==> src/rtl/fx_pkg.sv <==
package fx_pkg;
  localparam int WORD_W       = 16;
  localparam int CHAN_FIELD_W = 10;
  localparam int CNT_FIELD_W  = 4;

  // per-sample charge contribution: amount above pedestal, never negative
  function automatic logic [WORD_W-1:0] clamp_excess(input logic [WORD_W-1:0] smp,
                                                     input logic [WORD_W-1:0] base);
    return (smp > base) ? smp - base : '0;
  endfunction

  // saturating add; top bit reports that the true sum overflowed
  function automatic logic [WORD_W:0] add_sat(input logic [WORD_W-1:0] acc,
                                              input logic [WORD_W-1:0] inc);
    logic [WORD_W:0] s;
    s = {1'b0, acc} + {1'b0, inc};
    if (s[WORD_W]) return {1'b1, {WORD_W{1'b1}}};
    return s;
  endfunction

  function automatic logic [WORD_W-1:0] pack_status(input logic trunc,
                                                    input logic sat,
                                                    input logic [CNT_FIELD_W-1:0] cnt,
                                                    input logic [CHAN_FIELD_W-1:0] chan);
    return {trunc, sat, cnt, chan};
  endfunction
endpackage

==> src/rtl/fx_charge_acc.sv <==
module fx_charge_acc import fx_pkg::*; #(
  parameter int SAMP_W = 8
) (
  input  logic              clk,
  input  logic              rst_n,
  input  logic              beat,
  input  logic              sow,
  input  logic [SAMP_W-1:0] smp,
  input  logic [SAMP_W-1:0] ped,
  output logic [WORD_W-1:0] charge,
  output logic              sat
);
  logic [WORD_W:0] nxt;

  always_comb nxt = add_sat(sow ? '0 : charge, clamp_excess(WORD_W'(smp), WORD_W'(ped)));

  always_ff @(posedge clk or negedge rst_n) begin
    if (!rst_n) begin
      charge <= '0;
      sat    <= 1'b0;
    end else if (beat) begin
      charge <= nxt[WORD_W-1:0];
      sat    <= (sow ? 1'b0 : sat) | nxt[WORD_W];
    end
  end
endmodule

==> src/rtl/fx_hit_finder.sv <==
module fx_hit_finder #(
  parameter int SAMP_W   = 8,
  parameter int MAX_HITS = 8,
  parameter int IDX_W    = 5,
  parameter int CNT_W    = 4
) (
  input  logic                      clk,
  input  logic                      rst_n,
  input  logic                      beat,
  input  logic                      sow,
  input  logic [SAMP_W-1:0]         smp,
  input  logic [SAMP_W-1:0]         thr,
  output logic [CNT_W-1:0]          hit_cnt,
  output logic                      trunc,
  output logic [MAX_HITS*IDX_W-1:0] hit_list
);
  logic [IDX_W-1:0] idx, cur_idx;
  logic [CNT_W-1:0] base_cnt;
  logic             prev_above, above, base_trunc, room, crossing;

  always_comb begin
    above      = smp > thr;
    cur_idx    = sow ? '0 : idx;
    base_cnt   = sow ? '0 : hit_cnt;
    base_trunc = sow ? 1'b0 : trunc;
    crossing   = beat && above && (sow || !prev_above);
    room       = base_cnt < CNT_W'(MAX_HITS);
  end

  always_ff @(posedge clk or negedge rst_n) begin
    if (!rst_n) begin
      idx        <= '0;
      prev_above <= 1'b0;
      hit_cnt    <= '0;
      trunc      <= 1'b0;
    end else if (beat) begin
      idx        <= cur_idx + 1'b1;
      prev_above <= above;
      hit_cnt    <= (crossing && room) ? base_cnt + 1'b1 : base_cnt;
      trunc      <= base_trunc | (crossing && !room);
    end
  end

  // one slot register per possible hit; slot g is written by the g-th crossing
  for (genvar g = 0; g < MAX_HITS; g++) begin : g_slot
    logic [IDX_W-1:0] pos_q;
    always_ff @(posedge clk or negedge rst_n) begin
      if (!rst_n) pos_q <= '0;
      else if (crossing && base_cnt == CNT_W'(g)) pos_q <= cur_idx;
    end
    assign hit_list[g*IDX_W +: IDX_W] = pos_q;
  end
endmodule

==> src/rtl/fx_record_emit.sv <==
module fx_record_emit import fx_pkg::*; #(
  parameter int CH_W     = 6,
  parameter int IDX_W    = 5,
  parameter int MAX_HITS = 8,
  parameter int CNT_W    = 4,
  parameter int PTR_W    = 4
) (
  input  logic                      clk,
  input  logic                      rst_n,
  input  logic                      beat,
  input  logic                      sow,
  input  logic                      eow,
  input  logic [CH_W-1:0]           chan,
  input  logic [WORD_W-1:0]         charge,
  input  logic                      sat,
  input  logic [CNT_W-1:0]          hit_cnt,
  input  logic                      trunc,
  input  logic [MAX_HITS*IDX_W-1:0] hit_list,
  output logic                      busy,
  output logic [WORD_W-1:0]         out_word,
  output logic                      out_sor,
  output logic                      out_eor
);
  logic [CH_W-1:0]  chan_q;
  logic [PTR_W-1:0] ptr;
  logic             last;

  always_comb last = busy && (ptr == PTR_W'(hit_cnt) + PTR_W'(1));

  always_ff @(posedge clk or negedge rst_n) begin
    if (!rst_n) begin
      busy   <= 1'b0;
      ptr    <= '0;
      chan_q <= '0;
    end else begin
      if (beat && sow) chan_q <= chan;
      if (beat && eow) begin
        busy <= 1'b1;
        ptr  <= '0;
      end else if (busy) begin
        if (last) busy <= 1'b0;
        else      ptr  <= ptr + 1'b1;
      end
    end
  end

  always_comb begin
    out_word = '0;
    if (ptr == '0)
      out_word = pack_status(trunc, sat, CNT_FIELD_W'(hit_cnt), CHAN_FIELD_W'(chan_q));
    else if (ptr == PTR_W'(1))
      out_word = charge;
    else
      for (int k = 0; k < MAX_HITS; k++)
        if (ptr == PTR_W'(k + 2)) out_word = WORD_W'(hit_list[k*IDX_W +: IDX_W]);
  end

  assign out_sor = busy && (ptr == '0);
  assign out_eor = last;
endmodule

==> src/rtl/fx_wave_reducer.sv <==
module fx_wave_reducer import fx_pkg::*; #(
  parameter int SAMP_W   = 8,
  parameter int CH_W     = 6,
  parameter int WIN_LEN  = 32,
  parameter int MAX_HITS = 8
) (
  input  logic              clk,
  input  logic              rst_n,
  input  logic              in_valid,
  output logic              in_ready,
  input  logic [SAMP_W-1:0] in_sample,
  input  logic [CH_W-1:0]   in_chan,
  input  logic              in_sow,
  input  logic              in_eow,
  input  logic [SAMP_W-1:0] thr,
  input  logic [SAMP_W-1:0] ped,
  output logic              out_valid,
  output logic [15:0]       out_word,
  output logic              out_sor,
  output logic              out_eor
);
  localparam int IDX_W = $clog2(WIN_LEN);
  localparam int CNT_W = $clog2(MAX_HITS + 1);
  localparam int PTR_W = $clog2(MAX_HITS + 2);

  logic                      beat, win_close, busy, sat, trunc;
  logic [WORD_W-1:0]         charge;
  logic [CNT_W-1:0]          hit_cnt;
  logic [MAX_HITS*IDX_W-1:0] hit_list;

  assign in_ready  = !busy;
  assign beat      = in_valid && in_ready;
  assign win_close = beat && in_eow;
  assign out_valid = busy;

  fx_charge_acc #(.SAMP_W(SAMP_W)) u_acc (
    .clk(clk), .rst_n(rst_n), .beat(beat), .sow(in_sow),
    .smp(in_sample), .ped(ped), .charge(charge), .sat(sat)
  );

  fx_hit_finder #(.SAMP_W(SAMP_W), .MAX_HITS(MAX_HITS), .IDX_W(IDX_W), .CNT_W(CNT_W)) u_hits (
    .clk(clk), .rst_n(rst_n), .beat(beat), .sow(in_sow), .smp(in_sample), .thr(thr),
    .hit_cnt(hit_cnt), .trunc(trunc), .hit_list(hit_list)
  );

  fx_record_emit #(.CH_W(CH_W), .IDX_W(IDX_W), .MAX_HITS(MAX_HITS), .CNT_W(CNT_W),
                   .PTR_W(PTR_W)) u_emit (
    .clk(clk), .rst_n(rst_n), .beat(beat), .sow(in_sow), .eow(in_eow), .chan(in_chan),
    .charge(charge), .sat(sat), .hit_cnt(hit_cnt), .trunc(trunc), .hit_list(hit_list),
    .busy(busy), .out_word(out_word), .out_sor(out_sor), .out_eor(out_eor)
  );
endmodule


==> config.mk <==
export PLATFORM = sky130hd
export DESIGN_NAME = fx_wave_reducer
export DESIGN_NICKNAME = d
export VERILOG_FILES = /design/src/rtl/fx_pkg.sv /design/src/rtl/fx_charge_acc.sv /design/src/rtl/fx_hit_finder.sv /design/src/rtl/fx_record_emit.sv /design/src/rtl/fx_wave_reducer.sv
export SDC_FILE = /design/constraint.sdc
export NUM_CORES = 1
export LEC_CHECK = 0
export ABC_AREA = 0
export ABC_CLOCK_PERIOD_IN_PS = 7100
export BUFFER_PORTS_ARGS = -buffer_cell sky130_fd_sc_hd__clkbuf_2
export CAP_MARGIN = 20
export CORE_UTILIZATION = 55
export DETAILED_ROUTE_END_ITERATION = 10
export PLACE_DENSITY = 0.86
export REMOVE_ABC_BUFFERS = 1
export SLEW_MARGIN = 10
export SYNTH_ARGS = -nofsm -noshare
export SYNTH_HDL_FRONTEND = slang
export SYNTH_SLANG_ARGS = --single-unit
==> constraint.sdc <==
create_clock -name clk -period 7.1 [get_ports clk]
set_input_delay 0.355 -clock clk [delete_from_list [all_inputs] [get_ports clk]]
set_output_delay 0.355 -clock clk [all_outputs]
set_load 0.03 [all_outputs]
==> reports/qor.yml <==
status: "finished clean"
place_congestion: 0.918
async_flop_share_pct: 100
syn_inst: 578
timing.hold.ws_ns: 0.131
layout_common_cells: "79 x dfrtp_1, 53 x clkbuf_2, 46 x nor2_1"
initial_core_util_pct: 57.8
hold_viol: 0
synth_edf_count: 0
pre_cts_slack_ns: 1.99
grt_max_degree: 80
cp-start-kind: "primary input"
die_w_um: 101
mostFrequentLayoutCell: "dfrtp_1"
slowest_stage: "nor2_1"
syn_area_mm2: 0.00544
min_period_ns: 4.89
r2r_start: "u_acc.charge[0]$_DFFE_PN0P_"
yosys.cell_types.count: 60
design_area_mm2: 0.00594
fmax_mhz: 204
grt_use_total_pct: 25.8
fin_ws_ns: 2.21
path_buf_inv: 2
r2r_slack_ns: 3.63
core_mm2: 0.00942
avgSynthCellArea_um2: 9.41
ctsResizeCount: 0
dieHeight_um: 101
postCtsSetupBuffers: 0
peakVddDrop_mv: 0.286
ant_nets: 0
clk_latency_ns: 0.36
slew_headroom_pct: 33.2
path_class: "primary input to register"
grt_remaining_overflow: 0
wirelength_um: 12300
p_per_area_mw_per_mm2: 337
vias: 4476
tns_ns: 0
root_buffer: "clkbuf_8"
setup_violations: 0
portBuffers: 54
post-route-period-util_pct: 68.9
fin_nets: 694
cp.arrival_ns: 5.15
die-area_mm2: 0.0103
ys_seq_elements: 79
worstPathRequired_ns: 7.35
path_delay_family: "compound AO/OA/AOI/OAI gates"
drt_iter0_markers: 276
pin_count: 55
p_leak_nw: 2.89
worst_pin_slew_ns: 0.998
antenna_found_initial: 0
cts_tree: "built"
path_cells: "clkbuf_2 > inv_1 > ha_1 > nor2b_1 > o21ai_0 > a21oi_1 > o31ai_1 > a21oi_1 > a21oi_1 > nor2_1 > ha_1 > fa_1 > a21o_1 > a221o_1 > a21oi_1 > o22ai_1 > nor2_1 > nand2_1 > o22a_1"
rows: 35
max_stage_delay_ns: 0.77
crit_top_cell: "a21oi_1"
antenna_cells: 0
drive_above_1_share_pct: 21.3
drv_slew: 0
cp-startpoint: "ped[1]"
clk_path_buf_depth: 2
drc_errors: 0
fillers: 751
grt_pass1_wl_um: 20600
vias_per_cell: 5.98
grt_pass1_vias: 4286
clock_sinks: 79
rr_worst_depth: 10
dr.pass1.iters: 5
htree_levels: 3
holdBufCountCts: 0
finClkSkew_ns: 0.00824
ys_seq_area_share_pct: 36.4
post-route-util_pct: 63.1
cp-end-kind: "register"
hpwl_um: 8990
area_delta_synth_final_pct: 9.25
cts_buffers: 9
placed_cell_area_mm2: 0.00576
ys.flop_type: "dfrtp_1"
crit_fanout: 13
rr_endpoint: "u_acc.charge[10]$_DFFE_PN0P_"
maxCapViolations: 0
wire_per_inst_um: 16.4
hold_path_class: "primary input to async pin"
rsz0062_at_grt: "false"
ys_warn_count: 0
clk_transition_reported_paths_ns: 0.08
==> through the flow <==
step | total power [mW] | std cells
after floorplan | 1.40 | 549
after global placement | 1.64 | 733
after detailed placement | 1.68 | 733
after CTS | 2.00 | 749
after global routing | 2.14 | 749
final | 2.00 | 749
==> sequential cells by signal (all words and copies together) (netlist names) <==
| register | flops |
|---|---|
| u_hits.prev_above | 1 |
| u_emit.ptr | 4 |
| u_acc.charge | 16 |
| u_hits.g_slot.pos_q | 40 |
| u_hits.hit_cnt | 4 |
| u_emit.chan_q | 6 |
| u_hits.idx | 5 |
| u_acc.sat | 1 |
| u_emit.busy | 1 |
| u_hits.trunc | 1 |
==> power by group <==
group	leakage, nW	internal, mW	switching, mW
Sequential	1.02	0.564	0.111
Combinational	1.78	0.384	0.631
Clock	0.0862	0.130	0.181
==> cell usage after synthesis (4+ instances only) <==
cell type | count | area [µm²]
nand4b_1 | 5 | 43.8
and3_1 | 6 | 37.5
a21o_1 | 8 | 60.1
nand3b_1 | 9 | 67.6
a22oi_1 | 5 | 37.5
mux2_4 | 5 | 75.1
clkbuf_1 | 20 | 75.1
nand3_1 | 10 | 50.1
nand2_1 | 44 | 165
nand2b_1 | 11 | 68.8
dfrtp_1 | 79 | 1980
nor2b_1 | 28 | 175
o22ai_1 | 12 | 75.1
a22o_1 | 7 | 61.3
mux2_2 | 43 | 484
nor4_1 | 4 | 25.0
nor3_1 | 7 | 35.0
o21ai_0 | 24 | 120
buf_2 | 7 | 35.0
ha_1 | 42 | 526
nor2_1 | 46 | 173
inv_1 | 27 | 101
a31oi_1 | 10 | 62.6
and2_1 | 7 | 43.8
o211a_1 | 5 | 50.1
xor2_1 | 8 | 70.1
a21oi_1 | 42 | 210
xnor2_1 | 16 | 140
==> routing by layer <==
metal	vias to the layer above	part of all wire, %	global-route usage [%]
li1	2128	-	-
met3	30	5.1	4.83
met2	161	45	39.3
met4	0	2.4	10.5
met1	2157	48	36.4
met5	-	0	0
==> how the worst max path moves through the flow <==
stage	endpoint	slack, ns	depth (start not counted)
after detailed placement	u_acc.charge[10]$_DFFE_PN0P_	1.99	18
after global routing	u_acc.charge[10]$_DFFE_PN0P_	1.77	19
after floorplan	u_acc.charge[10]$_DFFE_PN0P_	2.76	18
final	u_acc.charge[10]$_DFFE_PN0P_	2.21	19
after global placement	u_acc.charge[11]$_DFFE_PN0P_	2.19	19
after CTS	u_acc.charge[10]$_DFFE_PN0P_	2.33	19
==> cell families (layout without fill, tap and decap cells) <==
family	Yosys count	in the layout	share of synthesized area, %
DFF	79	79	36.4
adders and majority gates	44	44	10.4
xor gates and xnor gates	24	24	3.87
AOI/OAI and AO/OA	137	137	16.8
and+or+nand+nor	189	189	17.9
buffers and inverters	56	98	4.16
muxes	49	49	10.5
==> cell type report <==
cell class	instances	area (µm²)	area share [%]
clock buffer	9	124	2.09
timing repair buffer	55	280	4.72
inverter	27	101	1.71
sequential	79	1980	33.3
tap	129	161	2.72
clock inverter	7	55.1	0.927
multi-input combinational	443	3240	54.6
Power figures use the tool's default switching activity.
